===== config.mk =====
export PLATFORM = sky130hd
export DESIGN_NAME = fwseq_top
export DESIGN_NICKNAME = d
export VERILOG_FILES = /design/src/rtl/fwseq_pkg.sv /design/src/rtl/fwseq_entry_calc.sv /design/src/rtl/fwseq_mode_fsm.sv /design/src/rtl/fwseq_top.sv
export SDC_FILE = /design/constraint.sdc
export NUM_CORES = 1
export LEC_CHECK = 0
export ABC_AREA = 1
export BUFFER_PORTS_ARGS = -buffer_cell sky130_fd_sc_hd__clkbuf_2
export CAP_MARGIN = 5
export CORE_AREA = 2 2 179 181
export CTS_CLUSTER_SIZE = 14
export DETAILED_ROUTE_END_ITERATION = 10
export DIE_AREA = 0 0 181 183
export SYNTH_ARGS = -nofsm -noshare
export SYNTH_HDL_FRONTEND = slang
export SYNTH_SLANG_ARGS = --single-unit

===== constraint.sdc =====
create_clock -name clk -period 3.25 [get_ports clk]
set_clock_uncertainty 0.15 [all_clocks]
set_input_delay 0.4875 -clock clk [delete_from_list [all_inputs] [get_ports clk]]
set_output_delay 0.4875 -clock clk [all_outputs]
set_load 0.02 [all_outputs]

===== src/rtl/fwseq_pkg.sv =====
package fwseq_pkg;

    typedef enum logic {
        ST_NORMAL   = 1'b0,
        ST_FIRMWARE = 1'b1
    } fw_state_e;

    typedef enum logic [1:0] {
        EV_NONE = 2'd0,
        EV_CALL = 2'd1,
        EV_RET  = 2'd2
    } fw_event_e;

endpackage


===== src/rtl/fwseq_entry_calc.sv =====
module fwseq_entry_calc #(
    parameter int ADDR_W    = 64,
    parameter int CODE_W    = 8,
    parameter int SLOT_SH   = 6,
    parameter int LO_OFS    = 32'h1000,
    parameter int HI_OFS    = 32'h2000
) (
    input  logic [ADDR_W-1:0] base,
    input  logic [CODE_W-1:0] code,
    output logic [ADDR_W-1:0] entry
);
    localparam int IDX_W = CODE_W - 1;

    logic [ADDR_W-1:0] region_ofs;
    logic [ADDR_W-1:0] slot_ofs;

    always_comb begin
        region_ofs = code[CODE_W-1] ? ADDR_W'(HI_OFS) : ADDR_W'(LO_OFS);
        slot_ofs   = ADDR_W'(code[IDX_W-1:0]) << SLOT_SH;
        entry      = base + region_ofs + slot_ofs;
    end

endmodule


===== src/rtl/fwseq_mode_fsm.sv =====
module fwseq_mode_fsm
    import fwseq_pkg::*;
(
    input  logic      clk,
    input  logic      rst_n,
    input  fw_event_e ev,
    input  logic      ret_mode_bit,
    output logic      fw_mode
);
    fw_state_e state_q;
    fw_state_e state_d;

    always_comb begin
        state_d = state_q;
        unique case (state_q)
            ST_NORMAL: begin
                if (ev == EV_CALL)                     state_d = ST_FIRMWARE; // T_ENTER
                else if (ev == EV_RET && ret_mode_bit) state_d = ST_FIRMWARE; // T_PROMOTE
                else                                   state_d = ST_NORMAL;   // T_IDLE
            end
            ST_FIRMWARE: begin
                if (ev == EV_CALL)                      state_d = ST_FIRMWARE; // T_NEST
                else if (ev == EV_RET && !ret_mode_bit) state_d = ST_NORMAL;   // T_EXIT
                else                                    state_d = ST_FIRMWARE; // T_STAY
            end
            default: state_d = ST_FIRMWARE;
        endcase
    end

    always_ff @(posedge clk) begin
        if (!rst_n) state_q <= ST_FIRMWARE;
        else        state_q <= state_d;
    end

    always_comb begin
        fw_mode = (state_q == ST_FIRMWARE);
    end

    AST_CALL_SETS_MODE: assert property (@(posedge clk) disable iff (!rst_n)
        (ev == EV_CALL) |=> fw_mode);

    AST_RET_LOADS_MODE: assert property (@(posedge clk) disable iff (!rst_n)
        (ev == EV_RET) |=> (fw_mode == $past(ret_mode_bit)));

endmodule


===== src/rtl/fwseq_top.sv =====
module fwseq_top
    import fwseq_pkg::*;
#(
    parameter int ADDR_W  = 64,
    parameter int CODE_W  = 8,
    parameter int SLOT_SH = 6,
    parameter int LO_OFS  = 32'h1000,
    parameter int HI_OFS  = 32'h2000
) (
    input  logic              clk,
    input  logic              rst_n,
    input  logic [ADDR_W-1:0] fw_base,
    input  logic              call_req,
    input  logic [CODE_W-1:0] call_code,
    input  logic [ADDR_W-1:0] cur_pc,
    input  logic              ret_req,
    input  logic              ret_use_exc,
    input  logic [ADDR_W-1:0] ret_target,
    input  logic              intr_set,
    input  logic              lock_load,
    input  logic [ADDR_W-1:0] lock_load_addr,
    output logic [ADDR_W-1:0] next_pc,
    output logic              fw_mode,
    output logic [ADDR_W-1:0] exc_addr,
    output logic              intr_flag,
    output logic [ADDR_W-1:0] lock_addr
);
    localparam logic [ADDR_W-1:0] NO_LOCK  = '1;
    localparam logic [ADDR_W-1:0] ALIGN_MK = ~ADDR_W'(3);

    fw_event_e         ev;
    logic [ADDR_W-1:0] entry;
    logic [ADDR_W-1:0] ret_src;
    logic [ADDR_W-1:0] pc_q;
    logic [ADDR_W-1:0] exc_q;
    logic              intr_q;
    logic [ADDR_W-1:0] lock_q;

    // Event arbitration: a call wins over a simultaneous return.
    always_comb begin
        if (call_req)     ev = EV_CALL;
        else if (ret_req) ev = EV_RET;
        else              ev = EV_NONE;
        ret_src = ret_use_exc ? exc_q : ret_target;
    end

    fwseq_entry_calc #(
        .ADDR_W  (ADDR_W),
        .CODE_W  (CODE_W),
        .SLOT_SH (SLOT_SH),
        .LO_OFS  (LO_OFS),
        .HI_OFS  (HI_OFS)
    ) entry_i (
        .base  (fw_base),
        .code  (call_code),
        .entry (entry)
    );

    fwseq_mode_fsm mode_i (
        .clk          (clk),
        .rst_n        (rst_n),
        .ev           (ev),
        .ret_mode_bit (ret_src[0]),
        .fw_mode      (fw_mode)
    );

    always_ff @(posedge clk) begin
        if (!rst_n) begin
            pc_q  <= fw_base;
            exc_q <= '0;
        end else begin
            unique case (ev)
                EV_CALL: begin
                    pc_q  <= entry;
                    exc_q <= cur_pc | ADDR_W'(fw_mode);
                end
                EV_RET:  pc_q <= ret_src & ALIGN_MK;
                default: ;
            endcase
        end
    end

    always_ff @(posedge clk) begin
        if (!rst_n) begin
            intr_q <= 1'b0;
            lock_q <= NO_LOCK;
        end else if (ev == EV_RET) begin
            intr_q <= 1'b0;
            lock_q <= NO_LOCK;
        end else begin
            if (intr_set)  intr_q <= 1'b1;
            if (lock_load) lock_q <= lock_load_addr;
        end
    end

    always_comb begin
        next_pc   = pc_q;
        exc_addr  = exc_q;
        intr_flag = intr_q;
        lock_addr = lock_q;
    end

    AST_RET_ALIGNED: assert property (@(posedge clk) disable iff (!rst_n)
        (ret_req && !call_req) |=> (next_pc[1:0] == 2'b00));

    AST_RET_RELEASES: assert property (@(posedge clk) disable iff (!rst_n)
        (ret_req && !call_req) |=> (!intr_flag && lock_addr == NO_LOCK));

    AST_CALL_TAGS_MODE: assert property (@(posedge clk) disable iff (!rst_n)
        call_req |=> (exc_addr[0] == ($past(cur_pc[0]) | $past(fw_mode))));

    AST_CALL_KEEPS_LOCK: assert property (@(posedge clk) disable iff (!rst_n)
        (call_req && !lock_load) |=> $stable(lock_addr));

    AST_IDLE_HOLDS: assert property (@(posedge clk) disable iff (!rst_n)
        (!call_req && !ret_req) |=> ($stable(next_pc) && $stable(exc_addr)));

endmodule


==> results.toml, run 1 <==
[placement]
placed_cell_area_sq_um = 13500
place_congestion = 0.933
post-dp-hpwl_um = 33900
numPortBuffers = 463

[critical_path]
critical_path_class = "in2reg"
slowest_stage = "fa_1"
cpPeakStageDelay_ns = 0.41
cp-start-kind = "input port"
critical_path_arrival_ns = 2.68
end_kind = "flop"
path_buf_inv = 2
crit_path_max_fanout = 7
cpMostUsedCell = "nand2_1"
crit_chain = "clkbuf_2 > ha_1 > ha_1 > fa_1 > nand3_1 > nand3_1 > buf_4 > nand2_1 > nand2_4 > nand2_2 > nor2_1 > nand2_1 > nand2_1 > nand2_1 > a21oi_2"
cp_top_family = "adder cells"
required_ns = 3.32

[cells_and_area]
multi_input_area_sq_um = 5600
fillers = 3383
ff_latch_area_sq_um = 4520
nNetsFinal = 2311
layout-drive-gt1-share = 0.280
area_delta_synth_final_pct = 30.8
final_area_sq_um = 14100

[run]
max_cap_viol_count = 0

[cts]
cts_buffer_depth = 2
cts.hold.buffers_added = 0
root_buffer = "clkbuf_16"
post_cts_resized = 0
cts_tree = "built"
clkLatencyLatePin_ns = 0.47
cts_buffers = 17
post_cts_buffers = 0
clock_sinks = 194
clk_pin_slew_worst_paths_ns = 0.09
h-tree-depth = 4

[timing]
worst_pin_slew_ns = 1.03
setup_violations = 0
maxSlewViolCount = 0
relSlewSlack = 0.309
post-route-period-util = 0.801
fmax_ghz = 0.384
fin_setup_tns_ns = 0
min_period_ns = 2.60
rsz0062_at_grt = "no"
final_hold_viol_count = 0

[route]
dr.pass1.iters = 5
vias = 11982
ant_nets = 0
route.detailed.drc = 0
detail_route.wl_per_cell_um = 17.9
vias_per_cell = 4.91
drt_iter0_drc = 691
wl_um = 43700

[synth]
yosysWarnings = 0
synth.net_count = 1889
ys_types = 40
ys_seq_area_frac = 0.419
synth_seq_cells = 194
yosys-top-cells-area = "dfxtp_1, edfxtp_1, nand2_1, nor2_1, nand3_1"
syn_inst = 1601
syn_area_sq_um = 10800
syn_area_per_cell_sq_um = 6.75
yosysTopAreaCell = "dfxtp_1"
synth.top_cell.area_share = 0.241

[run_status]
status = "finished, final reports clean"

[floorplanning]
io-pin-count = 465
die-area_sq_um = 33100
rows = 65
start_util = 0.346
die_w_um = 181
fp.dieH_um = 183
core_sq_um = 31200

[pwr]
total_power_mw = 6.53
power.leakage_nw = 7.15
ir_drop_mv = 0.421
p_per_area_nw_per_um2 = 462

[grt]
antenna_found_initial = 7
grt_usage = 0.263
grt_pass1_wl_um = 66400
gr-total-overflow = 0
grt_max_degree = 90
first_global_vias = 11814

[hold_path]
min_path_type = "in2reg"
[synth_stat cells, drive strengths merged]
cell type / n
nand2: 524
nor2: 291
nand3: 146
dfxtp: 130
inv: 97
a21oi: 90
o21ai: 87
edfxtp: 64
clkbuf: 52
buf: 28
nand4: 19
ha: 15
nand3b: 12
a31oi: 6
xnor2: 6
and2: 5
a22oi: 4
o31ai: 4
xor2: 4
or2: 3
a21o: 2
fa: 2
mux2i: 2
nor3: 2
o221ai: 2
o311ai: 2
a211oi: 1
clkinv: 1
[registers in the layout (all words and copies together) (netlist names)]
register	count
exc_addr	64
lock_addr	64
next_pc	64
intr_flag	1
mode_i.fw_mode	1
[final timing paths]
kind	start	end	slack [ns]	cells past startpoint
max	fw_base[7]	next_pc[55]$_DFFE_PP_	0.65	15
min reg2reg	lock_addr[8]$_SDFFE_PP1P_	lock_addr[8]$_SDFFE_PP1P_	0.33	2
max reg2reg	exc_addr[20]$_SDFFE_PN0P_	next_pc[20]$_DFFE_PP_	1.99	4
min	lock_load_addr[50]	lock_addr[50]$_SDFFE_PP1P_	0.07	3
[stage by stage]
step                       util  cells  hold WS (ns)  worst slack [ns]
after floorplan               -   1601         0.404             0.518
after global placement    0.432   2406         0.305             0.218
after detailed placement  0.432   2406         0.307             0.192
after CTS                 0.452   2438        0.0481             0.682
after global routing      0.453   2441        0.0563             0.473
final                     0.453   2442        0.0689             0.645
[worst reg2reg max path: cells and delay by family (launching register included)]
| kind | cells | cell delay (ns) |
|---|---|---|
| compound gates | 1 | 0.11 |
| flops | 1 | 0.36 |
| simple gates | 3 | 0.35 |
[final cells by class]
cell class                      count  share of cell area
Timing Repair Buffer              483               0.177
Inverter                           98              0.0260
Multi-Input combinational cell   1229               0.396
Tap cell                          402              0.0356
Clock inverter                     15              0.0142
Sequential cell                   194               0.320
Clock buffer                       17              0.0301
Antenna cell                        4            0.000708
[power breakdown]
group,switching (mW),internal [mW],total [mW]
sequential,0.0990,2.71,2.81
combinational,0.941,0.483,1.42
clock,1.16,1.13,2.29
total,2.20,4.32,6.53
[kinds of logic (layout without fill, tap and decap cells)]
| logic type | after synthesis | after routing | synth area share |
|---|---|---|---|
| AND/OR/NAND/NOR | 1002 | 1002 | 0.387 |
| AO/OA/AOI/OAI | 198 | 198 | 0.0981 |
| flip-flops | 194 | 194 | 0.419 |
| buffers and inverters | 178 | 613 | 0.0652 |
| adder cells (fa/ha/maj) | 17 | 17 | 0.0211 |
| XOR/XNOR | 10 | 10 | 0.00810 |
| multiplexers | 2 | 2 | 0.00185 |
| other | 0 | 4 | 0 |
[layout by cell type, fill, tap and decap left out, types with 3 or more instances in the layout]
master     Yosys  routed
nand3b_1      12      12
ha_1          15      15
buf_12         0       3
nor2_4         3       5
nand2_2       11      11
inv_8          0       4
nand4_1       19      19
and2_1         4       4
clkinv_8       0       3
dfxtp_1      130     130
a21oi_1       85      85
o21ai_0       87      87
nor2_1       266     265
clkbuf_2       0     461
diode_2        0       4
a22oi_1        4       4
clkbuf_16      0      17
xor2_1         4       4
o31ai_1        4       4
inv_1         93      91
nor2_2        22      21
xnor2_1        6       6
inv_2          4       7
edfxtp_1      64      64
a21oi_2        5       5
buf_4          2      18
inv_6          0       5
nand2_1      512     511
nand3_1      144     144
a31oi_1        6       6
[routing by layer]
metal	part of all wire	global-route usage	wire length, um
met1	0.41	0.308	17800
met2	0.49	0.456	21400
met3	0.068	0.0635	2960
met4	0.035	0.119	1530
met5	0.00062	0	27
Power figures use the tool's default switching activity.
==> run 2: changes to the inputs <==
clock period = 2.4 ns   (was 3.25 ns; I/O delays follow)
==> results.toml, run 2 (synthesized netlist as in run 1, its figures left out) <==
[cells_and_area]
ff_latch_area_sq_um = 4520
area_delta_synth_final_pct = 46.2
nNetsFinal = 2470
layout-drive-gt1-share = 0.279
final_common_cell = "nand2_1"
final_util = 0.506
multi_input_area_sq_um = 5660
layout_common_cells = "nand2_1, clkbuf_2, nor2_1"
fillers = 3144

[floorplanning]
core_sq_um = 31200
fp.dieH_um = 183
die-area_sq_um = 33100
start_util = 0.346
rows = 65
die_w_um = 181
io-pin-count = 465

[route]
ant_nets = 0
vias = 12776
detail_route.wl_per_cell_um = 17.5
drt_iter0_drc = 747
route.detailed.drc = 0
vias_per_cell = 4.91
dr.pass1.iters = 5
wl_um = 45500

[critical_path]
critical_path_class = "in2reg"
crit_path_max_fanout = 5
r2r-end = "next_pc[19]$_DFFE_PP_"
cp-start-kind = "input port"
timing.rr.start = "exc_addr[19]$_SDFFE_PN0P_"
cp_top_family = "adder cells"
cpMostUsedCell = "nand2_1"
reg2reg_depth = 4
crit_chain = "clkbuf_2 > inv_1 > fa_1 > ha_4 > nand2_1 > nor2_1 > nand2_1 > nand3b_1 > nand2_1 > nor2_1 > o21ai_0 > a21oi_1"
end_kind = "flop"
slowest_stage = "fa_1"
critical_path_arrival_ns = 2.37
r2r_slack_ns = 1.11
cpPeakStageDelay_ns = 0.49
required_ns = 2.45
path_buf_inv = 2

[grt]
grt_max_degree = 123
grt_pass1_wl_um = 69300
grt_usage = 0.272
first_global_vias = 12667
gr-total-overflow = 0
antenna_found_initial = 6

[pwr]
p_per_area_nw_per_um2 = 577
power.leakage_nw = 7.87
ir_drop_mv = 0.677

[timing]
setup_violations = 0
worst_pin_slew_ns = 0.564
fin_hold_ws_ns = 0.0338
final_hold_viol_count = 0
min_period_ns = 2.31
fmax_ghz = 0.432
post-route-period-util = 0.964
maxSlewViolCount = 0
relSlewSlack = 0.623

[hold_path]
min-delay-start = "lock_load_addr[15]"
min_path_type = "in2reg"
hold_path_end = "lock_addr[15]$_SDFFE_PP1P_"
holdPathStages = 3

[cts]
h-tree-depth = 4
clkLatencyLatePin_ns = 0.46
root_buffer = "clkbuf_16"
clock_sinks = 194
cts_buffers = 17
clk_pin_slew_worst_paths_ns = 0.08
cts_buffer_depth = 2
cts_tree = "built"

[run_status]
status = "finished, final reports clean"

[placement]
post-dp-hpwl_um = 34400
place_congestion = 0.931
numPortBuffers = 463

[run]
max_cap_viol_count = 0
run 2: per-layer routing:
metal	track usage	vias to the layer above	routed length [um]
li1	-	6345	-
met3	0.0631	72	3230
met5	0	-	16
met4	0.114	2	1630
met1	0.317	5871	18200
met2	0.480	486	22400
run 2: where the power goes:
group / internal (mW) / switching (mW) / total (mW) / leakage (nW)
combinational: 0.856 / 1.34 / 2.19 / 5.83
sequential: 3.67 / 0.136 / 3.81 / 1.74
clock: 1.67 / 1.45 / 3.13 / 0.305
total: 6.20 / 2.93 / 9.13 / 7.87
run 2: per-stage QoR:
| step | cells | setup slack (ns) | cell area [sq um] | setup TNS, ns | power [mW] |
|---|---|---|---|---|---|
| 5_1_grt | 2600 | -0.00881 | 15800 | -0.00881 | 9.54 |
| 2_1_floorplan | 1601 | 0.00367 | 10800 | 0 | 4.96 |
| 6_report | 2602 | 0.0857 | 15800 | 0 | 9.13 |
| 3_5_place_dp | 2436 | -0.420 | 13800 | -15.45 | 5.88 |
| 4_1_cts | 2596 | 0.0732 | 15700 | 0 | 9.17 |
| 3_3_place_gp | 2436 | -0.398 | 13800 | -13.53 | 5.86 |
run 2: final cells by class:
cell class / count / share of cell area
Tap cell: 402 / 0.0318
Clock inverter: 12 / 0.00974
Multi-Input combinational cell: 1229 / 0.358
Sequential cell: 194 / 0.286
Antenna cell: 5 / 0.000792
Inverter: 98 / 0.0233
Timing Repair Buffer: 642 / 0.260
Clock buffer: 20 / 0.0296
run 2: repair_timing:
item | CTS | global route
hold buffers | 128 | 0
setup endpoints to repair | 0 | 21
resized for setup | 0 | 10
hold endpoints to repair | 128 | 0
buffers inserted | 0 | 1
run 2: worst max path at each step:
stage,from,to,slack (ns),depth (start not counted)
floorplan,fw_base[12],next_pc[22]$_DFFE_PP_,0.004,12
global placement,fw_base[12],next_pc[27]$_DFFE_PP_,-0.40,11
detailed placement,fw_base[12],next_pc[27]$_DFFE_PP_,-0.42,11
CTS,fw_base[12],next_pc[27]$_DFFE_PP_,0.07,11
global route,call_code[7],next_pc[27]$_DFFE_PP_,-0.009,12
finish,call_code[7],next_pc[27]$_DFFE_PP_,0.09,12
run 2: worst min-delay path, cell delays in order:
cell,delay [ns]
clkbuf_2,0.08
nand2_1,0.08
nand3_1,0.09
